<file path="config.mk">
export PLATFORM = sky130hd
export DESIGN_NAME = mesi_line_ctrl
export DESIGN_NICKNAME = d
export VERILOG_FILES = /design/src/rtl/mesi_pkg.sv /design/src/rtl/mesi_line_store.sv /design/src/rtl/mesi_snoop_port.sv /design/src/rtl/mesi_cpu_port.sv /design/src/rtl/mesi_line_ctrl.sv
export SDC_FILE = /design/constraint.sdc
export NUM_CORES = 1
export LEC_CHECK = 0
export BUFFER_PORTS_ARGS = -buffer_cell sky130_fd_sc_hd__buf_4
export CAP_MARGIN = 15
export CORE_MARGIN = 2
export CORE_UTILIZATION = 43
export CTS_CLUSTER_SIZE = 16
export DETAILED_ROUTE_END_ITERATION = 8
export GPL_TIMING_DRIVEN = 0
export PLACE_DENSITY = 0.65
export SLEW_MARGIN = 20
export SYNTH_ARGS = -nofsm -noshare
export SYNTH_HDL_FRONTEND = slang
export SYNTH_SLANG_ARGS = --single-unit
export TNS_END_PERCENT = 100
</file>
<file path="constraint.sdc">
create_clock -name clk -period 6.7 [get_ports clk]
set_input_delay 1.34 -clock clk [delete_from_list [all_inputs] [get_ports clk]]
set_output_delay 1.34 -clock clk [all_outputs]
set_load 0.01 [all_outputs]
</file>
<file path="src/rtl/mesi_pkg.sv">
package mesi_pkg;

  typedef enum logic [1:0] {ST_I = 2'd0, ST_S = 2'd1, ST_E = 2'd2, ST_M = 2'd3} line_st_t;
  typedef enum logic [1:0] {OP_RD = 2'd0, OP_WR = 2'd1, OP_EV = 2'd2, OP_NOP = 2'd3} cpu_op_t;
  typedef enum logic [2:0] {BC_NONE = 3'd0, BC_RD = 3'd1, BC_RDX = 3'd2,
                            BC_UPG = 3'd3, BC_WB = 3'd4} bus_cmd_t;
  typedef enum logic [1:0] {SN_RD = 2'd0, SN_RDX = 2'd1, SN_UPG = 2'd2, SN_NONE = 2'd3} snp_cmd_t;

  typedef struct packed {
    logic     need_bus;
    logic     victim;
    bus_cmd_t cmd;
    logic     upd;
    line_st_t nxt;
    logic     fill_rd;
    logic     line_hit;
  } cpu_act_t;

  typedef struct packed {
    logic     hit;
    logic     shared;
    logic     supply;
    logic     upd;
    line_st_t nxt;
  } snp_act_t;

  // Processor-side decision from the line's present state.
  function automatic cpu_act_t cpu_decide(cpu_op_t op, logic tag_eq, line_st_t st, logic shared);
    cpu_act_t a;
    a = '0;
    a.cmd = BC_NONE;
    a.nxt = st;
    a.line_hit = tag_eq && (st != ST_I);
    case (op)
      OP_RD: begin
        if (!a.line_hit) begin
          a.need_bus = 1'b1;
          a.upd      = 1'b1;
          if (st == ST_M) begin
            a.victim = 1'b1;
            a.cmd    = BC_WB;
            a.nxt    = ST_I;
          end else begin
            a.cmd     = BC_RD;
            a.nxt     = shared ? ST_S : ST_E;
            a.fill_rd = 1'b1;
          end
        end
      end
      OP_WR: begin
        a.upd = 1'b1;
        a.nxt = ST_M;
        if (a.line_hit && st == ST_S) begin
          a.need_bus = 1'b1;
          a.cmd      = BC_UPG;
        end else if (!a.line_hit) begin
          a.need_bus = 1'b1;
          if (st == ST_M) begin
            a.victim = 1'b1;
            a.cmd    = BC_WB;
            a.nxt    = ST_I;
          end else begin
            a.cmd = BC_RDX;
          end
        end
      end
      OP_EV: begin
        if (a.line_hit) begin
          a.upd = 1'b1;
          a.nxt = ST_I;
          if (st == ST_M) begin
            a.need_bus = 1'b1;
            a.cmd      = BC_WB;
          end
        end
      end
      default: ;
    endcase
    return a;
  endfunction

  // Snoop-side reaction of one line.
  function automatic snp_act_t snoop_decide(snp_cmd_t c, logic tag_eq, line_st_t st);
    snp_act_t a;
    a = '0;
    a.nxt = st;
    a.hit = tag_eq && (st != ST_I);
    if (a.hit) begin
      case (c)
        SN_RD: begin
          a.shared = 1'b1;
          a.supply = (st == ST_M);
          a.upd    = (st == ST_M) || (st == ST_E);
          a.nxt    = ST_S;
        end
        SN_RDX: begin
          a.supply = (st == ST_M);
          a.upd    = 1'b1;
          a.nxt    = ST_I;
        end
        SN_UPG: begin
          a.upd = 1'b1;
          a.nxt = ST_I;
        end
        default: ;
      endcase
    end
    return a;
  endfunction

endpackage

</file>
<file path="src/rtl/mesi_line_store.sv">
module mesi_line_store
  import mesi_pkg::*;
#(
  parameter int LINES  = 4,
  parameter int IDX_W  = 2,
  parameter int TAG_W  = 6,
  parameter int DATA_W = 32
) (
  input  logic              clk,
  input  logic              rst_n,
  input  logic [IDX_W-1:0]  c_idx,
  input  logic              c_we,
  input  line_st_t          c_st,
  input  logic              c_tag_we,
  input  logic [TAG_W-1:0]  c_tag,
  input  logic              c_data_we,
  input  logic [DATA_W-1:0] c_data,
  output line_st_t          c_st_o,
  output logic [TAG_W-1:0]  c_tag_o,
  output logic [DATA_W-1:0] c_data_o,
  input  logic [IDX_W-1:0]  s_idx,
  input  logic              s_we,
  input  line_st_t          s_st,
  output line_st_t          s_st_o,
  output logic [TAG_W-1:0]  s_tag_o,
  output logic [DATA_W-1:0] s_data_o,
  output logic [2*LINES-1:0] st_flat
);

  line_st_t          st_q   [LINES];
  logic [TAG_W-1:0]  tag_q  [LINES];
  logic [DATA_W-1:0] data_q [LINES];

  always_ff @(posedge clk) begin
    for (int i = 0; i < LINES; i++) begin
      if (!rst_n) begin
        st_q[i]   <= ST_I;
        tag_q[i]  <= '0;
        data_q[i] <= '0;
      end else if (s_we && s_idx == IDX_W'(i)) begin
        st_q[i] <= s_st;
      end else if (c_we && c_idx == IDX_W'(i)) begin
        st_q[i] <= c_st;
        if (c_tag_we)  tag_q[i]  <= c_tag;
        if (c_data_we) data_q[i] <= c_data;
      end
    end
  end

  assign c_st_o   = st_q[c_idx];
  assign c_tag_o  = tag_q[c_idx];
  assign c_data_o = data_q[c_idx];
  assign s_st_o   = st_q[s_idx];
  assign s_tag_o  = tag_q[s_idx];
  assign s_data_o = data_q[s_idx];

  for (genvar g = 0; g < LINES; g++) begin : g_flat
    assign st_flat[2*g +: 2] = st_q[g];
  end

endmodule

</file>
<file path="src/rtl/mesi_snoop_port.sv">
module mesi_snoop_port
  import mesi_pkg::*;
#(
  parameter int TAG_W  = 6,
  parameter int DATA_W = 32
) (
  input  logic              snp_valid,
  input  snp_cmd_t          snp_cmd,
  input  logic [TAG_W-1:0]  snp_tag,
  input  line_st_t          line_st,
  input  logic [TAG_W-1:0]  line_tag,
  input  logic [DATA_W-1:0] line_data,
  output logic              snp_hit,
  output logic              shared_o,
  output logic              supply_o,
  output logic [DATA_W-1:0] data_o,
  output logic              upd_o,
  output line_st_t          nxt_o
);

  snp_act_t act;

  always_comb begin
    act      = snoop_decide(snp_cmd, snp_tag == line_tag, line_st);
    snp_hit  = snp_valid && act.hit;
    shared_o = snp_valid && act.shared;
    supply_o = snp_valid && act.supply;
    upd_o    = snp_valid && act.upd;
    nxt_o    = act.nxt;
    data_o   = line_data;
  end

endmodule

</file>
<file path="src/rtl/mesi_cpu_port.sv">
module mesi_cpu_port
  import mesi_pkg::*;
#(
  parameter int IDX_W  = 2,
  parameter int TAG_W  = 6,
  parameter int DATA_W = 32
) (
  input  logic              req_valid,
  input  cpu_op_t           req_op,
  input  logic [IDX_W-1:0]  req_idx,
  input  logic [TAG_W-1:0]  req_tag,
  input  logic [DATA_W-1:0] req_wdata,
  input  logic              conflict,
  input  line_st_t          line_st,
  input  logic [TAG_W-1:0]  line_tag,
  input  logic [DATA_W-1:0] line_data,
  input  logic              bus_gnt,
  input  logic              bus_done,
  input  logic [DATA_W-1:0] bus_rdata,
  input  logic              bus_shared_in,
  output logic              ready,
  output logic              hit,
  output logic [DATA_W-1:0] rdata,
  output logic              bus_req,
  output bus_cmd_t          bus_cmd,
  output logic [IDX_W+TAG_W-1:0] bus_addr,
  output logic [DATA_W-1:0] bus_wdata,
  output logic              st_we,
  output line_st_t          st_nxt,
  output logic              tag_we,
  output logic              data_we,
  output logic [DATA_W-1:0] data_nxt,
  output logic              fill_rd
);

  cpu_act_t act;
  logic     xfer;
  logic     step;

  always_comb begin
    act      = cpu_decide(req_op, req_tag == line_tag, line_st, bus_shared_in);
    xfer     = bus_gnt && bus_done;
    step     = req_valid && !conflict && (!act.need_bus || xfer);
    ready    = step && !act.victim;
    hit      = ready && act.line_hit && !act.need_bus;
    rdata    = act.fill_rd ? bus_rdata : line_data;
    bus_req  = req_valid && act.need_bus;
    bus_cmd  = bus_req ? act.cmd : BC_NONE;
    bus_addr = (act.cmd == BC_WB) ? {line_tag, req_idx} : {req_tag, req_idx};
    bus_wdata = line_data;
    st_we    = step && act.upd;
    st_nxt   = act.nxt;
    tag_we   = st_we && (act.cmd == BC_RD || act.cmd == BC_RDX);
    data_we  = st_we && (act.fill_rd || (req_op == OP_WR && !act.victim));
    data_nxt = act.fill_rd ? bus_rdata : req_wdata;
    fill_rd  = step && act.fill_rd;
  end

endmodule

</file>
<file path="src/rtl/mesi_line_ctrl.sv">
module mesi_line_ctrl
  import mesi_pkg::*;
#(
  parameter int LINES  = 4,
  parameter int ADDR_W = 8,
  parameter int DATA_W = 32
) (
  input  logic              clk,
  input  logic              rst_n,
  input  logic              cpu_req_valid,
  input  logic [1:0]        cpu_req_op,
  input  logic [ADDR_W-1:0] cpu_addr,
  input  logic [DATA_W-1:0] cpu_wdata,
  output logic              cpu_ready,
  output logic              cpu_hit,
  output logic [DATA_W-1:0] cpu_rdata,
  output logic              bus_req,
  output logic [2:0]        bus_cmd,
  output logic [ADDR_W-1:0] bus_addr,
  output logic [DATA_W-1:0] bus_wdata,
  input  logic              bus_gnt,
  input  logic              bus_done,
  input  logic [DATA_W-1:0] bus_rdata,
  input  logic              bus_shared_in,
  input  logic              snp_valid,
  input  logic [1:0]        snp_cmd,
  input  logic [ADDR_W-1:0] snp_addr,
  output logic              snp_shared_out,
  output logic              snp_supply,
  output logic [DATA_W-1:0] snp_data
);

  localparam int IDX_W = $clog2(LINES);
  localparam int TAG_W = ADDR_W - IDX_W;

  logic [IDX_W-1:0]  c_idx, s_idx;
  logic [TAG_W-1:0]  c_tag, s_tag;
  line_st_t          c_st, s_st, c_st_nxt, s_st_nxt;
  logic [TAG_W-1:0]  c_line_tag, s_line_tag;
  logic [DATA_W-1:0] c_line_data, s_line_data, c_data_nxt;
  logic              c_we, c_tag_we, c_data_we, s_we;
  bus_cmd_t          cmd_e;
  logic [2*LINES-1:0] st_flat;

  // Named internal events for the checker.
  logic ev_conflict, ev_fill_rd, ev_snp_hit;

  assign c_idx = cpu_addr[IDX_W-1:0];
  assign c_tag = cpu_addr[ADDR_W-1:IDX_W];
  assign s_idx = snp_addr[IDX_W-1:0];
  assign s_tag = snp_addr[ADDR_W-1:IDX_W];
  assign ev_conflict = cpu_req_valid && snp_valid && (s_idx == c_idx);
  assign bus_cmd = cmd_e;

  mesi_line_store #(.LINES(LINES), .IDX_W(IDX_W), .TAG_W(TAG_W), .DATA_W(DATA_W)) u_store (
    .clk(clk), .rst_n(rst_n),
    .c_idx(c_idx), .c_we(c_we), .c_st(c_st_nxt), .c_tag_we(c_tag_we), .c_tag(c_tag),
    .c_data_we(c_data_we), .c_data(c_data_nxt),
    .c_st_o(c_st), .c_tag_o(c_line_tag), .c_data_o(c_line_data),
    .s_idx(s_idx), .s_we(s_we), .s_st(s_st_nxt),
    .s_st_o(s_st), .s_tag_o(s_line_tag), .s_data_o(s_line_data),
    .st_flat(st_flat)
  );

  mesi_snoop_port #(.TAG_W(TAG_W), .DATA_W(DATA_W)) u_snoop (
    .snp_valid(snp_valid), .snp_cmd(snp_cmd_t'(snp_cmd)), .snp_tag(s_tag),
    .line_st(s_st), .line_tag(s_line_tag), .line_data(s_line_data),
    .snp_hit(ev_snp_hit), .shared_o(snp_shared_out), .supply_o(snp_supply),
    .data_o(snp_data), .upd_o(s_we), .nxt_o(s_st_nxt)
  );

  mesi_cpu_port #(.IDX_W(IDX_W), .TAG_W(TAG_W), .DATA_W(DATA_W)) u_cpu (
    .req_valid(cpu_req_valid), .req_op(cpu_op_t'(cpu_req_op)), .req_idx(c_idx),
    .req_tag(c_tag), .req_wdata(cpu_wdata), .conflict(ev_conflict),
    .line_st(c_st), .line_tag(c_line_tag), .line_data(c_line_data),
    .bus_gnt(bus_gnt), .bus_done(bus_done), .bus_rdata(bus_rdata),
    .bus_shared_in(bus_shared_in),
    .ready(cpu_ready), .hit(cpu_hit), .rdata(cpu_rdata),
    .bus_req(bus_req), .bus_cmd(cmd_e), .bus_addr(bus_addr), .bus_wdata(bus_wdata),
    .st_we(c_we), .st_nxt(c_st_nxt), .tag_we(c_tag_we), .data_we(c_data_we),
    .data_nxt(c_data_nxt), .fill_rd(ev_fill_rd)
  );

endmodule

</file>
Word-level counts from Yosys, hierarchy flattened
Memory sizes are Yosys's and may differ from the RTL's. Index checks and enable logic that the tools add are counted.

Flip-flop bits (word level): 0. Memory bits (writable): 160. Input bits: 91. Output and inout port bits: 112. Word-level logic and storage cells: 189. Memories kept: 3.

Equal/unequal tests: 20. Mux-type cells: 108. Bitwise logic cells: 16. Reductions and logical operators: 42.

Memory list: u_store.data_q (depth 4, width 32, read ports 2, clocked after Yosys merged registers in 0, wr ports 4, RTL line mesi_line_store.sv:32) `logic [DATA_W-1:0] data_q [LINES];`; u_store.tag_q (depth 4, width 6, read ports 2, clocked after Yosys merged registers in 0, wr ports 4, RTL line mesi_line_store.sv:31) `logic [TAG_W-1:0] tag_q [LINES];`; u_store.st_q (depth 4, width 2, read ports 2, clocked after Yosys merged registers in 0, wr ports 4, RTL line mesi_line_store.sv:30) `line_st_t st_q [LINES];`.

Operator list (count): two-way mux 32 bit (6); two-way mux 1 bit (71); two-way mux 6 bit (5); logical AND 1 bit (27); two-way mux 2 bit (13); == test 2 bit, second input constant (9); one-hot mux 6 bit (3 select lines) (1); OR 1 bit (16); two-way mux 3 bit (5); == test 6 bit (2); == test 2 x 1 -> 1 bit, second input constant (5); two-way mux 5 bit (2); two-way mux 9 bit (1); logical NOT 2 bit (4); two-way mux 8 bit (1); one-hot mux 3 bit (2 select lines) (1); logical OR 1 bit (4); nonzero test 2 bit (2); OR reduction 2 bit (2); == test 3 x 1 -> 1 bit, second input constant (1); == test 3 x 2 -> 1 bit, second input constant (1); == test 3 bit, second input constant (1); logical NOT 1 bit (3); one-hot mux 1 bit (3 select lines) (1); other kinds (2) (2).

Logic depth before layout (Yosys ltp)
Gate-level depths: netlist (run 1). An unclocked memory read counts as a cell.

Depth after elaboration: 17. Depth in mapped cells: 9. Gate-level depth less buffers: 7.

By module
Synthesis (run 1) repeated with hierarchy kept, for this count alone.

Cell total of the unflattened synthesis: 793. Area, all modules: 10301.1 sq um.

By module, submodules not included: mesi_line_store (times used 1, cells each 530, area an instance 7942.6 sq um, sequential area each 4804.6 sq um); mesi_cpu_port (times used 1, cells each 201, area an instance 1893.1 sq um, sequential area each 0.0 sq um); mesi_snoop_port (times used 1, cells each 58, area an instance 434.2 sq um, sequential area each 0.0 sq um); mesi_line_ctrl (times used 1, cells each 4, area an instance 31.3 sq um, sequential area each 0.0 sq um).

Least setup slack after synthesis (run 1)
OpenSTA, ideal clock, no wires.

Path type: input to register. From: input cpu_addr[0]. To: memory u_store.data_q[3][0] (enable). Setup time: 0.470 ns. Arrival time: 5.411 ns. Data required time: 6.230 ns. Setup slack: 0.820 ns. Cell stages on the path: 8. Buffers on the path: 2. Cell sequence: buf_6 > mux4_2 > xnor2_1 > nor3_2 > and3_1 > o21ai_1 > buf_2 > o31ai_1.

RTL lines: start, declared (RTL line mesi_line_ctrl.sv:12) `input logic [ADDR_W-1:0] cpu_addr,`; end, declared (RTL line mesi_line_store.sv:32).

Worst setup path after layout (run 1)
From: input cpu_addr[0]. To: output cpu_rdata[3].

Longest elaborated chain between the ends: 6. Elaborated cells on any way between the ends: 11. Those cells by class: eq/ne: 2; mux: 4; reduce/logical: 2; memory: 3.

RTL lines: memory read (4 x 6 bit) / memory read (4 x 2 bit) (equally long branches); == test 6 bit (tied with other cells) (RTL line mesi_cpu_port.sv:41) `act = cpu_decide(req_op, req_tag == line_tag, line_st, bus_shared_in);`; logical AND 1 bit / two-way mux 1 bit (equally long branches) (RTL line mesi_pkg.sv:33, mesi_pkg.sv:39); two-way mux 9 bit (RTL line mesi_pkg.sv:36) `if (!a.line_hit) begin`; two-way mux 1 bit (RTL line mesi_pkg.sv:34) `case (op)`; two-way mux 32 bit * (RTL line mesi_cpu_port.sv:46) `rdata = act.fill_rd ? bus_rdata : line_data;`; end, declared (RTL line mesi_line_ctrl.sv:16) `output logic [DATA_W-1:0] cpu_rdata,`.

Mark *: on every way between the ends. The rest lies on a longest branch, timed or not.

==> flow_metrics.py, run 1 <==
metrics = {
    "place": {
        "port_buffers": 197,
        "dp.cells": 1160,
        "place_congestion": 0.927,
        "dp_hpwl_mm": 20.2,
    },
    "detailed_routing": {
        "wl_per_cell_um": 23.5,
        "postRouteAntennaNets": 0,
        "via_count": 7212,
        "wl_mm": 28.0,
        "drc": 0,
        "routed_via_density": 6.05,
        "drt_pre_antenna_iters": 5,
        "first_iter_violations": 643,
    },
    "synthesis": {
        "yosys.cell_types.count": 55,
        "syn_avg_cell_area_um2": 13.9,
        "syn-num-nets": 772,
        "netlist_instances": 678,
        "ys_ff_latch": 160,
        "yosysWarnings": 0,
        "syn_area_mm2": 0.00942,
        "synth_edf_count": 160,
        "synth-seq-area-share_pct": 51.0,
        "synth-async-reset-ratio_pct": 0,
        "synth_flop_cell": "edfxtp_1",
    },
    "pwr": {
        "p_leak_nw": 4.56,
        "powerDensity_mw_per_mm2": 216,
        "power_w": 0.00258,
        "irDropWorstVdd_mv": 0.214,
    },
    "worst_setup_path": {
        "cp.required_ns": 5.36,
        "worstPathMaxFanout": 10,
        "endpoint_kind": "output pin",
        "arrival_ns": 4.23,
        "crit_path_start_kind": "input port",
        "worstSetupPathType": "in -> out",
    },
    "outcome": {
        "status": "finished clean",
    },
    "layout": {
        "instances_no_fill": 1192,
        "drive_gt1_share_pct": 43.9,
        "layout.nets": 993,
        "mostFrequentLayoutCell": "buf_4",
        "area_delta_synth_final_pct": 27.1,
        "mostFrequentLayoutCells": "206 x buf_4, 160 x edfxtp_1, 121 x nor3_1",
        "num_antenna_cells": 0,
    },
    "worst_hold_path": {
        "hold_class": "reg -> reg",
    },
    "flow_run": {
        "maxCapViolations": 0,
    },
    "floorplan": {
        "die_h_um": 152,
        "rows": 54,
        "die-width_um": 152,
        "coreArea_mm2": 0.0217,
        "io_pins": 203,
        "start_util_pct": 43.4,
        "die-area_mm2": 0.0231,
    },
    "clock_network": {
        "insertion_delay_ns": 0.44,
        "cts_tree": "yes",
        "cts_resized": 0,
        "numClockSinks": 160,
        "cts_buffers": 17,
        "htreeDepth": 4,
        "cts_max_path_buffers": 2,
        "postCtsSetupBuffers": 0,
        "hold_buffers": 0,
        "path_clk_slew_ns": 0.06,
        "cts-root-buf": "clkbuf_16",
    },
    "grt": {
        "grt_max_degree": 19,
        "grt_pass1_vias": 7212,
        "grt_overflow_total": 0,
        "grt_pass1_wl_mm": 43.4,
        "antenna_found_initial": 0,
        "grt_use_total_pct": 24.6,
    },
    "timing": {
        "finalHoldViolCount": 0,
        "fmax_ghz": 0.180,
        "drv_slew": 0,
        "clock_skew_ns": 0.00814,
        "setup_viol": 0,
        "fin_tns_setup_ns": 0,
        "rsz0062_at_grt": "no",
        "fin_crit_sh_pct": 83.1,
        "worst_slew_pin_slew_ns": 0.961,
        "maxSlewHeadroom_pct": 35.3,
        "period_needed_ns": 5.57,
    },
}
[per-layer routing]
layer	global-route usage (%)	vias to the layer above	share of wire (%)	wire length [um]
met4	6.36	0	1.6	458
met1	34.6	3599	42	11700
li1	-	3170	-	-
met3	5.45	36	8.7	2430
met5	0	-	0	0
met2	39.0	407	48	13500
[cells by family after synthesis]
family | Yosys count | share of synthesized area (%)
adder cells (fa/ha/maj) | 3 | 0.399
XOR/XNOR | 12 | 1.12
AO/OA/AOI/OAI | 51 | 4.09
AND/OR/NAND/NOR | 221 | 11.7
multiplexers | 155 | 27.4
buffers and inverters | 76 | 4.32
flip-flops | 160 | 51.0
[cell type report]
cell class	count	area (um2)
Fill cell	1826	9720
Buffer	61	350
Inverter	15	56.3
Clock inverter	15	141
Clock buffer	17	425
Tap cell	280	350
Sequential cell	160	4800
Timing Repair Buffer	202	1590
Multi-Input combinational cell	442	4250
[critical path: stages]
cell	delay (ns)
buf_6	0.17
mux4_2	0.54
xnor2_1	0.29
o2111ai_2	0.28
o211ai_1	0.32
buf_4	0.28
buf_2	0.44
mux2_2	0.39
buf_4	0.14
[metrics by stage]
| step | hold WS [ns] | area, um2 | worst slack [ns] | util (%) |
|---|---|---|---|---|
| after detailed placement | 1.06 | 11400 | 1.14 | 52.6 |
| after global placement | 1.04 | 11200 | -1.71 | 51.9 |
| after floorplan | 0.888 | 9420 | 0.820 | - |
| after global routing | 1.16 | 12000 | 1.04 | 55.2 |
| final | 1.07 | 12000 | 1.13 | 55.2 |
| after CTS | 1.08 | 12000 | 1.12 | 55.2 |
[path summary, 6_finish.rpt]
path | from | slack [ns] | to | depth (start not counted)
setup / recovery | cpu_addr[0] | 1.13 | cpu_rdata[3] | 9
hold reg to reg | u_store.st_q[2][0]$_SDFFCE_PN0P_ | 1.07 | u_store.st_q[1][0]$_DFFE_PP_ | 3
setup reg to reg | u_store.tag_q[2][4]$_SDFFCE_PN0P_ | 3.07 | u_store.data_q[3][1]$_SDFFCE_PN0P_ | 9
hold / removal | u_store.st_q[2][0]$_SDFFCE_PN0P_ | 1.07 | u_store.st_q[1][0]$_DFFE_PP_ | 3
[synthesized netlist by cell type (5+ instances only)]
cell	count	area, um2
clkbuf_1	12	45.0
mux2_1	6	67.6
xor2_1	6	52.6
o211ai_1	6	45.0
edfxtp_1	160	4800
buf_1	5	18.8
nor2b_1	5	31.3
buf_4	9	67.6
inv_1	15	56.3
and3_1	8	50.1
xnor2_1	6	52.6
nor3_1	121	606
nand3_1	8	40.0
o221ai_1	6	52.6
nand2_1	13	48.8
mux2i_1	37	370
buf_6	7	78.8
o21ai_1	6	30.0
a21oi_1	5	25.0
buf_2	28	140
nor2_1	46	173
o21ai_0	5	25.0
mux4_2	78	1760
mux2_2	34	383
[where the power goes]
part | total, W | internal, W | leakage, nW | switching [W]
clock | 0.000930 | 0.000513 | 0.265 | 0.000417
combinational | 0.000499 | 0.000236 | 2.63 | 0.000263
sequential | 0.00116 | 0.00114 | 1.66 | 0.0000174
[sequential cells by signal, summed over array words and instances, names as in the netlist]
name / flops
u_store.data_q: 128
u_store.tag_q: 24
u_store.st_q: 8
Power figures use the tool's default switching activity.
==> run 2: changes to the inputs <==
- PLACE_DENSITY: 0.65 -> 0.68
- clock period: 6.7 -> 4.9 ns (I/O delays scaled with it)
==> run 2 against run 1 <==
Net effect: largest cell class unchanged; cell area is essentially flat; via count up 0.32%; critical endpoint is now cpu_rdata[2]; sequential cell count is the same; wire length fell by 2.4%; critical path type unchanged; core utilization hardly changed; cell count decreased by 0.17%; global-route usage fell by 0.94 points; clock skew rose by 0.0045 ns; combinational power rose by 36%; sequential power is 36% higher; critical path depth is the same.
==> flow_metrics.py, run 2 (synthesis results as in run 1) <==
metrics = {
    "detailed_routing": {
        "via_count": 7235,
        "postRouteAntennaNets": 0,
        "drc": 0,
        "first_iter_violations": 654,
        "wl_mm": 27.4,
        "drt_pre_antenna_iters": 5,
        "routed_via_density": 6.08,
        "wl_per_cell_um": 23.0,
    },
    "worst_setup_path": {
        "crit_path_start_kind": "input port",
        "endpoint_kind": "output pin",
        "cp.required_ns": 3.92,
        "crit_family": "buffers and inverters",
        "r2r_slack_ns": 1.30,
        "r2r_end": "u_store.data_q[2][5]$_SDFFCE_PN0P_",
        "r2r_cells": 8,
        "cp.depth": 9,
        "crit_path_start": "cpu_addr[0]",
        "arrival_ns": 3.78,
        "cp_num_buf_inv": 4,
        "cp_slowest_cell": "mux4_2",
        "worstPathMaxFanout": 10,
        "worstPathCellList": "buf_6 -> mux4_2 -> xnor2_1 -> or3_4 -> o211ai_1 -> buf_4 -> clkbuf_4 -> mux2_2 -> buf_4",
        "crit_top_cell": "buf_4",
        "worstSetupPathType": "in -> out",
        "rr_startpoint": "u_store.tag_q[3][4]$_SDFFCE_PN0P_",
        "crit_end": "cpu_rdata[2]",
        "critPathMaxStageDelay_ns": 0.55,
    },
    "timing": {
        "fmax_ghz": 0.210,
        "fin_hold_ws_ns": 0.901,
        "worst_slew_pin_slew_ns": 1.01,
        "fin_crit_sh_pct": 97.2,
        "maxSlewHeadroom_pct": 32.6,
        "drv_slew": 0,
        "period_needed_ns": 4.76,
        "finalHoldViolCount": 0,
        "rsz0062_at_grt": "no",
        "clock_skew_ns": 0.0126,
        "setup_viol": 0,
        "fin_tns_setup_ns": 0,
    },
    "clock_network": {
        "path_clk_slew_ns": 0.06,
        "numClockSinks": 160,
        "htreeDepth": 4,
        "hold_buffers": 0,
        "cts_tree": "yes",
        "cts_buffers": 17,
        "cts_resized": 0,
        "postCtsSetupBuffers": 0,
        "cts-root-buf": "clkbuf_16",
        "insertion_delay_ns": 0.43,
        "cts_max_path_buffers": 2,
    },
    "layout": {
        "mostFrequentLayoutCells": "206 x buf_4, 160 x edfxtp_1, 121 x nor3_1",
        "layout.nets": 995,
        "fin_util_pct": 55.2,
        "fill_cells": 1800,
        "largest_register_ffs": 128,
        "stdcell_area_mm2": 0.0120,
        "num_antenna_cells": 0,
        "regMostFlops": "u_store.data_q",
        "reg.largest.list": "u_store.data_q x128, u_store.tag_q x24, u_store.st_q x8",
        "drive_gt1_share_pct": 43.6,
        "mostFrequentLayoutCell": "buf_4",
        "area_delta_synth_final_pct": 27.1,
    },
    "place": {
        "place_congestion": 0.897,
        "placed_cell_area_mm2": 0.0114,
        "dp_hpwl_mm": 20.1,
        "port_buffers": 197,
    },
    "pwr": {
        "irDropWorstVdd_mv": 0.260,
        "power_w": 0.00354,
        "p_leak_nw": 4.57,
        "powerDensity_mw_per_mm2": 295,
    },
    "floorplan": {
        "coreArea_mm2": 0.0217,
        "io_pins": 203,
        "start_util_pct": 43.4,
        "die_h_um": 152,
        "rows": 54,
        "die-area_mm2": 0.0231,
        "die-width_um": 152,
    },
    "grt": {
        "grt_overflow_total": 0,
        "grt_max_degree": 19,
        "grt_pass1_vias": 7315,
        "grt_pass1_wl_mm": 41.9,
        "grt_use_total_pct": 23.6,
        "antenna_found_initial": 0,
    },
    "flow_run": {
        "maxCapViolations": 0,
    },
    "outcome": {
        "status": "finished clean",
    },
    "worst_hold_path": {
        "hold_class": "in -> reg",
    },
}
run 2: metrics by stage:
stage,cells,setup WS [ns]
6_report,1190,0.139
2_1_floorplan,678,-0.544
3_5_place_dp,1162,0.100
3_3_place_gp,1155,-2.85
4_1_cts,1190,0.0790
5_1_grt,1190,0.0245
run 2: area by class of cell:
type / count / area [um2] / share of cell area (%)
flip-flops and latches: 160 / 4800 / 40.1
well taps: 280 / 350 / 2.93
inverters: 15 / 56.3 / 0.470
plain buffers: 61 / 353 / 2.95
clock buffers: 19 / 433 / 3.62
repair buffers: 204 / 1600 / 13.4
clock inverters: 9 / 120 / 1.00
multi-input cells: 442 / 4250 / 35.5
run 2: where the power goes:
| part | internal [W] | leakage [nW] | switching [W] | total [W] |
|---|---|---|---|---|
| combinational | 0.000324 | 2.64 | 0.000355 | 0.000679 |
| clock | 0.000782 | 0.269 | 0.000496 | 0.00128 |
| sequential | 0.00156 | 1.66 | 0.0000240 | 0.00158 |
| total | 0.00266 | 4.57 | 0.000875 | 0.00354 |
run 2: routing by layer:
| layer | vias up | global-route usage [%] | part of all wire, % |
|---|---|---|---|
| met5 | - | 0 | 0 |
| met4 | 0 | 7.70 | 2.7 |
| met3 | 45 | 5.90 | 11 |
| met2 | 459 | 37.1 | 47 |
| met1 | 3559 | 32.6 | 39 |
| li1 | 3172 | - | - |
run 2: how the worst min path moves through the flow:
| stage | start | end | cells after the start |
|---|---|---|---|
| 2_1_floorplan | u_store.st_q[2][0]$_SDFFCE_PN0P_ | u_store.st_q[1][0]$_DFFE_PP_ | 3 |
| 3_3_place_gp | u_store.st_q[2][0]$_SDFFCE_PN0P_ | u_store.st_q[1][0]$_DFFE_PP_ | 3 |
| 3_5_place_dp | u_store.st_q[2][0]$_SDFFCE_PN0P_ | u_store.st_q[1][0]$_DFFE_PP_ | 3 |
| 4_1_cts | cpu_addr[6] | u_store.tag_q[1][4]$_SDFFCE_PN0P_ | 2 |
| 5_1_grt | cpu_addr[4] | u_store.tag_q[1][2]$_SDFFCE_PN0P_ | 2 |
| 6_report | cpu_addr[3] | u_store.tag_q[1][1]$_SDFFCE_PN0P_ | 2 |
run 2: worst reg2reg max path, stage by stage (launching register included):
cell      delay (ns)
edfxtp_1        0.40
mux4_2          0.51
xnor2_1         0.16
nor3_2          0.52
and3_1          0.27
o21ai_1         0.10
clkbuf_1        0.37
o21ai_4         0.72
buf_16          0.24
